`src/rtl/dsb_pkg.sv`:
```
package dsb_pkg;
  localparam int unsigned WORD_W = 32;
  localparam int unsigned CHAN_W = 4;

  typedef logic [WORD_W-1:0] word_t;
  typedef logic [CHAN_W-1:0] chan_t;

  // inbound FIFO entry: close request or data word, tagged with channel
  typedef struct packed {
    logic  eos;
    chan_t chan;
    word_t data;
  } in_ent_t;
endpackage

```
`src/rtl/dsb_fifo.sv`:
```
module dsb_fifo #(
  parameter int unsigned W     = 32,
  parameter int unsigned DEPTH = 16
) (
  input  logic         clk_i,
  input  logic         rst_ni,
  input  logic         push_i,
  input  logic [W-1:0] wdata_i,
  input  logic         pop_i,
  output logic [W-1:0] rdata_o,
  output logic         full_o,
  output logic         empty_o
);
  localparam int unsigned PTR_W = (DEPTH > 1) ? $clog2(DEPTH) : 1;

  logic [W-1:0]   mem_q [DEPTH];
  logic [PTR_W:0] wptr_q, rptr_q;
  logic           do_push, do_pop;

  assign empty_o = (wptr_q == rptr_q);
  assign full_o  = (wptr_q[PTR_W] != rptr_q[PTR_W]) &&
                   (wptr_q[PTR_W-1:0] == rptr_q[PTR_W-1:0]);
  assign do_push = push_i && !full_o;
  assign do_pop  = pop_i && !empty_o;
  assign rdata_o = mem_q[rptr_q[PTR_W-1:0]];

  always_ff @(posedge clk_i or negedge rst_ni) begin
    if (!rst_ni) begin
      wptr_q <= '0;
      rptr_q <= '0;
    end else begin
      if (do_push) wptr_q <= wptr_q + 1'b1;
      if (do_pop)  rptr_q <= rptr_q + 1'b1;
    end
  end

  always_ff @(posedge clk_i) begin
    if (do_push) mem_q[wptr_q[PTR_W-1:0]] <= wdata_i;
  end
endmodule

```
`src/rtl/dsb_in_steer.sv`:
```
module dsb_in_steer
  import dsb_pkg::*;
#(
  parameter int unsigned N_IN = 2
) (
  input  logic                   clk_i,
  input  logic                   rst_ni,
  input  in_ent_t                head_i,
  input  logic                   head_vld_i,
  input  logic [N_IN-1:0]        in_rdy_i,
  output logic                   pop_o,
  output logic [N_IN*WORD_W-1:0] in_data_o,
  output logic [N_IN-1:0]        in_en_o,
  output logic [N_IN-1:0]        in_eos_o
);
  logic [N_IN-1:0] hit;
  logic            sel_rdy;
  logic [N_IN-1:0] eos_q;

  always_comb begin
    sel_rdy = 1'b0;
    for (int k = 0; k < N_IN; k++) begin
      hit[k]     = (head_i.chan == chan_t'(k));
      in_en_o[k] = head_vld_i && !head_i.eos && hit[k];
      if (hit[k]) sel_rdy = in_rdy_i[k];
    end
  end

  // close entries retire at once; data waits for its stream
  assign pop_o = head_vld_i && (head_i.eos || sel_rdy);

  for (genvar g = 0; g < N_IN; g++) begin : g_data
    assign in_data_o[g*WORD_W +: WORD_W] = head_i.data;
  end

  always_ff @(posedge clk_i or negedge rst_ni) begin
    if (!rst_ni)                        eos_q <= '0;
    else if (head_vld_i && head_i.eos)  eos_q <= eos_q | hit;
  end

  assign in_eos_o = eos_q;
endmodule

```
`src/rtl/dsb_out_sel.sv`:
```
module dsb_out_sel
  import dsb_pkg::*;
#(
  parameter int unsigned N_OUT = 2
) (
  input  chan_t                   dma_chan_i,
  input  logic                    dma_ren_i,
  input  logic                    fifo_full_i,
  input  logic [N_OUT*WORD_W-1:0] out_data_i,
  input  logic [N_OUT-1:0]        out_en_i,
  output logic [N_OUT-1:0]        out_rdy_o,
  output logic                    push_o,
  output word_t                   push_data_o
);
  always_comb begin
    push_o      = 1'b0;
    push_data_o = '0;
    for (int k = 0; k < N_OUT; k++) begin
      out_rdy_o[k] = dma_ren_i && !fifo_full_i && (dma_chan_i == chan_t'(k));
      if (out_rdy_o[k]) begin
        push_o      = out_en_i[k];
        push_data_o = out_data_i[k*WORD_W +: WORD_W];
      end
    end
  end
endmodule

```
`src/rtl/dma_stream_bridge.sv`:
```
module dma_stream_bridge
  import dsb_pkg::*;
#(
  parameter int unsigned N_IN      = 2,
  parameter int unsigned N_OUT     = 2,
  parameter int unsigned IN_DEPTH  = 16,
  parameter int unsigned OUT_DEPTH = 16
) (
  input  logic                    clk_i,
  input  logic                    rst_ni,
  input  logic                    dma_wen_i,
  input  logic                    dma_ctrl_i,
  input  logic [3:0]              dma_chan_i,
  input  logic [31:0]             dma_wdata_i,
  input  logic                    dma_ren_i,
  input  logic                    core_full_i,
  output logic                    core_wen_o,
  output logic [31:0]             core_wdata_o,
  output logic [N_IN*32-1:0]      in_data_o,
  output logic [N_IN-1:0]         in_en_o,
  input  logic [N_IN-1:0]         in_rdy_i,
  output logic [N_IN-1:0]         in_eos_o,
  input  logic [N_OUT*32-1:0]     out_data_i,
  input  logic [N_OUT-1:0]        out_en_i,
  output logic [N_OUT-1:0]        out_rdy_o
);
  localparam int unsigned   ENT_W  = $bits(in_ent_t);
  localparam logic [CHAN_W:0] IN_LIM = (CHAN_W+1)'(N_IN);

  // inbound path
  in_ent_t            wr_ent, head;
  logic [ENT_W-1:0]   head_raw;
  logic               in_push, in_pop, in_full, in_empty;

  assign in_push     = dma_wen_i && ({1'b0, dma_chan_i} < IN_LIM);
  assign wr_ent.eos  = dma_ctrl_i;
  assign wr_ent.chan = dma_chan_i;
  assign wr_ent.data = dma_wdata_i;
  assign head        = in_ent_t'(head_raw);

  dsb_fifo #(.W(ENT_W), .DEPTH(IN_DEPTH)) u_in_fifo (
    .clk_i   (clk_i),
    .rst_ni  (rst_ni),
    .push_i  (in_push),
    .wdata_i (wr_ent),
    .pop_i   (in_pop),
    .rdata_o (head_raw),
    .full_o  (in_full),
    .empty_o (in_empty)
  );

  dsb_in_steer #(.N_IN(N_IN)) u_in_steer (
    .clk_i      (clk_i),
    .rst_ni     (rst_ni),
    .head_i     (head),
    .head_vld_i (!in_empty),
    .in_rdy_i   (in_rdy_i),
    .pop_o      (in_pop),
    .in_data_o  (in_data_o),
    .in_en_o    (in_en_o),
    .in_eos_o   (in_eos_o)
  );

  // outbound path
  logic  out_push, out_full, out_empty;
  word_t out_wdata;

  dsb_out_sel #(.N_OUT(N_OUT)) u_out_sel (
    .dma_chan_i  (dma_chan_i),
    .dma_ren_i   (dma_ren_i),
    .fifo_full_i (out_full),
    .out_data_i  (out_data_i),
    .out_en_i    (out_en_i),
    .out_rdy_o   (out_rdy_o),
    .push_o      (out_push),
    .push_data_o (out_wdata)
  );

  assign core_wen_o = !out_empty && !core_full_i;

  dsb_fifo #(.W(WORD_W), .DEPTH(OUT_DEPTH)) u_out_fifo (
    .clk_i   (clk_i),
    .rst_ni  (rst_ni),
    .push_i  (out_push),
    .wdata_i (out_wdata),
    .pop_i   (core_wen_o),
    .rdata_o (core_wdata_o),
    .full_o  (out_full),
    .empty_o (out_empty)
  );

  logic unused_full;
  assign unused_full = in_full;
endmodule

```
`config.mk`:
```
export PLATFORM = sky130hd
export DESIGN_NAME = dma_stream_bridge
export DESIGN_NICKNAME = d
export VERILOG_FILES = /design/src/rtl/dsb_pkg.sv /design/src/rtl/dsb_fifo.sv /design/src/rtl/dsb_in_steer.sv /design/src/rtl/dsb_out_sel.sv /design/src/rtl/dma_stream_bridge.sv
export SDC_FILE = /design/constraint.sdc
export NUM_CORES = 1
export LEC_CHECK = 0
export ABC_AREA = 1
export BUFFER_PORTS_ARGS = -buffer_cell sky130_fd_sc_hd__buf_2
export CAP_MARGIN = 10
export CORE_ASPECT_RATIO = 1.5
export CORE_MARGIN = 2
export CORE_UTILIZATION = 58
export CTS_CLUSTER_DIAMETER = 200
export DETAILED_ROUTE_END_ITERATION = 6
export GPL_TIMING_DRIVEN = 1
export PLACE_DENSITY_LB_ADDON = 0.1
export SLEW_MARGIN = 20
export SYNTH_ARGS = -nofsm -noshare
export SYNTH_HDL_FRONTEND = slang
export SYNTH_SLANG_ARGS = --single-unit
```
`constraint.sdc`:
```
create_clock -name clk_i -period 6.9 [get_ports clk_i]
set_input_delay 0.345 -clock clk_i [delete_from_list [all_inputs] [get_ports clk_i]]
set_output_delay 0.345 -clock clk_i [all_outputs]
set_load 0.02 [all_outputs]
```
==> results by group, run 1 <==
CTS
  • Clock Tree Buf Depth: 3
  • Worst-path clk slew: 0.06 ns
  • H-tree levels: 3
  • Clock latency on the worst-skew pair: 0.67 ns
  • Number of post-CTS setup repair buffers: 0
  • Number of buffers created by CTS: 98
  • Clock root buffer: clkbuf_16
  • Number of clock sinks: 1,126
  • CTS tree: built

Placement
  • Gp weighted congestion: 0.789
  • Dpl hpwl: 57,100 µm
  • IO Port Bufs: 212
  • Dpl ws: 3.11 ns
  • Post-Place Cell Area: 46,500 µm²

Final layout
  • Finished Core Util: 0.655
  • Nets: 3,546
  • Fillers: 5,397
  • Share of layout cells above drive strength 1: 0.137
  • Layout area overhead: 11.7%
  • Final Cell Area: 49,900 µm²

Critical path
  • Critical-path cell list: inv_8 -> buf_4 -> o21ai_0 -> o221ai_1 -> o211ai_1 -> nand3_1 -> buf_2
  • Startpoint types: register
  • Worst path max stage delay: 0.96 ns
  • CP Max Fanout: 182
  • Worst path arrival time: 4.19 ns
  • Slowest CP cell: buf_4
  • Crit path max-delay family: buffers and inverters
  • Buf/Inv on CP: 3
  • Crit path kind: register to output pin
  • Worst Path Required: 6.55 ns
  • Crit end category: output pin

Logic synthesis
  • Mapped Cells: 3,309
  • Main synth FF type: edfxtp_1
  • Synth Area per Inst: 13.5 µm²
  • Synth async-reset ratio: 0.0195
  • Seq cells post-synth: 1,126
  • Yosys cell types: 35
  • Post-synthesis sequential area ratio: 0.755
  • Net Count, Synth: 3,429
  • Syn. warnings: 0
  • Share of the synthesized area in the top cell type: 0.743
  • Largest cells by area after synthesis: edfxtp_1 74%, nor2_1 5.0%, o21ai_0 4.4%
  • EDFF count, synth: 1,104
  • Largest area contributor in the netlist: edfxtp_1
  • Most common library cells after synthesis: 1,104 x edfxtp_1, 591 x nor2_1, 393 x o21ai_0, 348 x nand2_1, 144 x clkbuf_1
  • Most frequent cell after synthesis: edfxtp_1
  • Cell area after synthesis: 44,600 µm²

Drt
  • Post-DRT Antenna Nets: 0
  • 1st-iter DRT viols: 3,090
  • Total vias in the final route: 27,800
  • Via/cell ratio: 6.15
  • DRC Markers: 0
  • Drt first pass iters: 6
  • Final WL: 109,000 µm
  • Routed WL per cell: 24.2 µm

Die
  • CORE AREA: 76,200 µm²
  • Initial core utilization: 0.586
  • Die width: 231 µm
  • Rows: 124
  • Die H: 344 µm
  • Die area: 79,200 µm²
  • Number of top-level pins: 213

Global routing
  • GRT overflow: 0
  • Vias in the first global route: 27,400
  • Largest net degree at the start of global routing: 252
  • Antenna violations before repair: 10
  • First-pass GRT wire length: 162,000 µm
  • Tot GR Track Use: 0.274

STA
  • Max Clk Rate: 0.220 GHz
  • Worst slew margin: 0.206
  • Final setup viols: 0
  • Setup Skew: 0.0308 ns
  • Final hold violations: 0
  • Final setup TNS: 0 ns
  • Post-route setup slack: 2.36 ns
  • Worst Tran Pin Value: 1.18 ns
  • Slew Limit Fails: 0
  • Final Critical Period: 4.54 ns
  • RSZ-0062 raised after global routing: false
  • Final worst-path cycle share: 0.658

Status
  • Status: complete, no violations

Power
  • Static leakage: 16.8 nW
  • Maximum vdd drop: 0.512 mV
  • Pwr dens: 400 nW/µm²

Job
  • Max_cap viols: 0

Worst hold path
  • Hold/Removal Path Class: primary input to register
## routing by layer
layer	track usage	up-vias	part of all wire
li1	-	12500	-
met1	0.345	13900	0.38
met2	0.480	1215	0.51
met3	0.0339	236	0.070
met4	0.118	4	0.036
met5	0	-	0.00027
## power by group
group	internal [mW]	switching, mW
Clock	3.22	2.42
Sequential	7.59	0.292
Combinational	1.93	4.50
## registers in the layout (all words and copies together), names as in the netlist
register,flops
u_in_fifo.wptr_q,5
u_out_fifo.mem_q,512
u_in_fifo.mem_q,592
u_in_steer.in_eos_o,2
u_out_fifo.wptr_q,5
u_in_fifo.rptr_q,5
u_out_fifo.rptr_q,5
## final timing paths
kind / from / end / slack [ns] / cells past startpoint
setup / recovery: u_in_fifo.rptr_q[0]$_DFFE_PN0P_ / in_data_o[25] / 2.36 / 7
setup reg to reg: u_out_fifo.rptr_q[1]$_DFFE_PN0P_ / u_out_fifo.mem_q[8][18]$_DFFE_PP_ / 3.43 / 8
max in group asynchronous: rst_ni / u_in_fifo.rptr_q[0]$_DFFE_PN0P_ / 6.19 / 2
hold / removal: dma_wdata_i[15] / u_in_fifo.mem_q[8][15]$_DFFE_PP_ / 0.04 / 1
hold reg to reg: u_in_steer.in_eos_o[0]$_DFFE_PN0P_ / u_in_steer.in_eos_o[0]$_DFFE_PN0P_ / 0.49 / 1
min in group asynchronous: rst_ni / u_in_fifo.wptr_q[0]$_DFFE_PN0P_ / 0.26 / 2
## metrics by stage
step / hold slack (ns) / std cells / total power [mW]
6_report: 0.0399 / 4519 / 19.9
5_1_grt: 0.0413 / 4518 / 20.8
4_1_cts: 0.00957 / 4513 / 20.0
3_5_place_dp: 0.383 / 4331 / 14.4
3_3_place_gp: 0.373 / 4330 / 14.2
2_1_floorplan: 0.0494 / 3309 / 12.6
## kinds of logic (layout without fill, tap and decap cells)
family,Yosys count,after routing,share of synthesized area
buffers and inverters,301,499,0.0306
AOI/OAI and AO/OA,705,705,0.0982
adders and majority gates,10,10,0.00280
and+or+nand+nor,1091,1091,0.0971
other,0,4,0
xor gates and xnor gates,24,24,0.00471
DFF,1126,1126,0.755
muxes,52,52,0.0117
## worst register-to-register path: stages (launching register included)
cell and delay [ns]:
dfrtp_4 0.86, xor2_1 0.23, nor4_1 0.08, nand2_1 0.08, nand4_1 0.23, nand2_2 0.30, nand2_2 0.20, nor2_4 0.63
buf_4 0.49
## layout make-up
| type | count | area [µm²] | area share |
|---|---|---|---|
| repair buffers | 266 | 1540 | 0.0309 |
| flip-flops and latches | 1126 | 33700 | 0.676 |
| multi-input cells | 1882 | 9820 | 0.197 |
| diodes | 4 | 10.0 | 0.000201 |
| clock inverters | 64 | 719 | 0.0144 |
| inverters | 52 | 211 | 0.00424 |
| well taps | 1008 | 1260 | 0.0253 |
| clock buffers | 117 | 2590 | 0.0520 |
## what timing repair did
action,CTS,global route
endpoints found under the hold margin,22,0
gates resized for setup,0,0
hold buffers,1,0
## cells in the final DEF, fill, tap and decap left out, types with 41 or more instances in the layout
cell type / n
buf_2: 212
o32ai_1: 76
mux2i_1: 52
nand2_1: 348
edfxtp_1: 1104
nand3_1: 131
inv_1: 41
clkbuf_16: 99
o21ai_0: 393
o221ai_1: 98
o22ai_1: 84
nor2_1: 558
buf_4: 47
(Power assumes the default switching activity.)
==> inputs of run 2 (changes only) <==
clock period = 4.7 ns   (was 6.9 ns; I/O delays follow)
==> run 2 against run 1 <==
Net effect:
- sequential power grew 46%
- clock skew shrank 0.0049 ns
- die area is the same
- wire length grew 2.1%
- critical path type unchanged
- final cell count grew 1.2%
==> results by group, run 2 (synthesis gave the netlist of run 1 again) <==
Status
  • Status: complete, no violations

Power
  • Switching power: 10.7 mW (+49%)
  • Static leakage: 17.0 nW (+0.78%)
  • Sw Share: 0.369 (+0.00754)
  • Power Internal: 18.4 mW (+44%)
  • Sequential power share: 0.395 (about the same)
  • Clock share of power: 0.272 (-0.010)
  • Maximum vdd drop: 0.592 mV (+16%)
  • Comb pwr share: 0.333 (+0.011)
  • Total power draw: 29.1 mW (+46%)
  • Pwr dens: 579 nW/µm² (+45%)

Critical path
  • Crit end category: output pin
  • Beginning of the critical path: u_in_fifo.rptr_q[1]$_DFFE_PN0P_
  • Reg2reg start: u_in_fifo.rptr_q[1]$_DFFE_PN0P_
  • Critical-path cell list: buf_4 -> buf_4 -> nand3_1 -> nand2_1 -> nand2_1 -> nand2_1 -> inv_1 -> nand2_1 -> nor2_2 -> nand2_1 -> nor2_1 -> buf_2
  • Crit path to: in_en_o[1]
  • Crit path kind: register to output pin
  • CP Max Fanout: 61 (-66%)
  • Buf/Inv on CP: 4 (+1)
  • Worst path max stage delay: 0.79 ns (-0.17 ns)
  • Startpoint types: register
  • Worst path arrival time: 3.80 ns (-0.39 ns)
  • Crit path max-delay family: buffers and inverters
  • CP Depth: 12 (+5)
  • Most used cell, CP: nand2_1
  • R2r worst-path depth: 14 (+6)
  • Slowest CP cell: dfrtp_4
  • FF-to-FF End: u_in_fifo.rptr_q[0]$_DFFE_PN0P_
  • Worst Path Required: 4.47 ns (-2.08 ns)
  • Worst reg2reg setup slack: 0.84 ns (-2.59 ns)

STA
  • Final Critical Period: 4.03 ns
  • Final hold violations: 0 (unchanged)
  • Final setup viols: 0 (unchanged)
  • Setup Skew: 0.0259 ns (-0.00487 ns)
  • Final setup TNS: 0 ns (unchanged)
  • Slew Limit Fails: 0 (unchanged)
  • Max Clk Rate: 0.248 GHz
  • Worst slew margin: 0.265 (+0.0582)
  • Final worst-path cycle share: 0.858
  • Worst Tran Pin Value: 1.10 ns (-0.0826 ns)
  • RSZ-0062 raised after global routing: false

Final layout
  • Commonest non-fill, non-tap cell in the layout: edfxtp_1
  • Nets: 3,596 (+1.4%)
  • Storage element area: 33,700 µm² (unchanged)
  • Fillers: 5,425 (+0.52%)
  • Finished Core Util: 0.660 (+0.00488)
  • Largest register FFs: 592 (unchanged)
  • Share of layout cells above drive strength 1: 0.136 (-0.00148)
  • Layout area overhead: 12.6%
  • Area of the multi-input gates: 9820 µm² (unchanged)
  • Most frequent cells in the layout: 1,104 x edfxtp_1, 558 x nor2_1, 393 x o21ai_0, 348 x nand2_1, 212 x buf_2

CTS
  • Number of buffers created by CTS: 98 (unchanged)
  • Clock latency on the worst-skew pair: 0.67 ns (about the same)
  • Clock Tree Buf Depth: 3 (unchanged)
  • CTS tree: built
  • Number of clock sinks: 1,126 (unchanged)
  • PostCTS Resize Cnt: 0 (unchanged)
  • H-tree levels: 3 (unchanged)
  • Clock root buffer: clkbuf_16
  • Worst-path clk slew: 0.06 ns (about the same)

Placement
  • Gp weighted congestion: 0.824 (+4.4%)
  • Dpl hpwl: 61,200 µm (+7.2%)
  • IO Port Bufs: 212 (unchanged)

Die
  • Initial core utilization: 0.586 (unchanged)
  • Die area: 79,200 µm² (unchanged)
  • Number of top-level pins: 213 (unchanged)
  • Die width: 231 µm (unchanged)
  • CORE AREA: 76,200 µm² (unchanged)
  • Die H: 344 µm (unchanged)
  • Rows: 124 (unchanged)

Drt
  • DRC Markers: 0 (unchanged)
  • 1st-iter DRT viols: 3,078 (-0.39%)
  • Post-DRT Antenna Nets: 0 (unchanged)
  • Total vias in the final route: 28,200 (+1.3%)
  • Via/cell ratio: 6.16 (+0.14%)
  • Routed WL per cell: 24.4 µm (+0.90%)
  • Final WL: 111,000 µm (+2.1%)
  • Drt first pass iters: 6 (unchanged)

Global routing
  • Tot GR Track Use: 0.279 (+0.00509)
  • Antenna violations before repair: 7 (-3)
  • GRT overflow: 0 (unchanged)
  • First-pass GRT wire length: 166,000 µm (+2.6%)
  • Top Usage Layer GRT: met2
  • Met1 Use GR: 0.339 (-0.00533)
  • Met3 Usage GRT: 0.0458 (+0.0119)
  • Largest net degree at the start of global routing: 250 (-0.79%)
  • Vias in the first global route: 27,800 (+1.6%)
  • GR Util met2: 0.493 (+0.0135)

Worst hold path
  • Hold/Removal Path Class: primary input to register

Job
  • Max_cap viols: 0 (unchanged)
run 2: final cells by class:
cell class,count,area share
repair buffers,316,0.0416
flip-flops and latches,1126,0.671
clock inverters,62,0.0106
diodes,5,0.000249
clock buffers,122,0.0518
multi-input cells,1882,0.195
well taps,1008,0.0251
inverters,52,0.00416
run 2: worst min-delay path by stage:
| stage | cells after the start | to | slack, ns | start |
|---|---|---|---|---|
| 6_report | 4 | u_out_fifo.wptr_q[3]$_DFFE_PN0P_ | 0.05 | out_en_i[0] |
| 5_1_grt | 5 | u_in_fifo.wptr_q[0]$_DFFE_PN0P_ | 0.04 | dma_wen_i |
| 4_1_cts | 4 | u_out_fifo.wptr_q[3]$_DFFE_PN0P_ | 0.006 | out_en_i[0] |
| 3_5_place_dp | 1 | u_in_fifo.wptr_q[2]$_DFFE_PN0P_ | 0.26 | rst_ni |
| 3_3_place_gp | 1 | u_in_fifo.wptr_q[2]$_DFFE_PN0P_ | 0.25 | rst_ni |
| 2_1_floorplan | 0 | u_in_fifo.rptr_q[0]$_DFFE_PN0P_ | -0.06 | rst_ni |
run 2: worst min-delay path: stages:
cell and delay, ns:
buf_2 0.14, nand3_2 0.14, nand3_1 0.08, nand2_1 0.07
run 2: stage by stage:
stage | hold slack (ns) | cell area (µm²) | std cells | setup WS (ns)
global route | 0.0366 | 50200 | 4571 | 0.517
finish | 0.0540 | 50300 | 4573 | 0.668
floorplan | -0.0606 | 44600 | 3309 | 1.52
CTS | 0.00589 | 50200 | 4567 | 0.720
detailed placement | 0.264 | 46700 | 4341 | 1.37
global placement | 0.253 | 46600 | 4340 | 1.44
run 2: power groups by stage:
| stage | logic, mW | registers [mW] | clock network, mW |
|---|---|---|---|
| finish | 9.68 | 11.5 | 7.92 |
| global route | 10.5 | 11.5 | 8.35 |
| CTS | 9.68 | 11.5 | 8.01 |
| detailed placement | 9.59 | 11.7 | 0 |
| global placement | 9.41 | 11.7 | 0 |
| floorplan | 7.06 | 11.4 | 0 |
run 2: layer usage:
metal	part of all wire	routed length [µm]
met1	0.37	41400
met2	0.52	57800
met3	0.070	7830
met4	0.039	4400
met5	0.00019	21
run 2: what timing repair did:
action                                 in CTS  in global routing
endpoints found under the hold margin     620                  0
buffers inserted                            0                  0
hold buffers                               42                  0
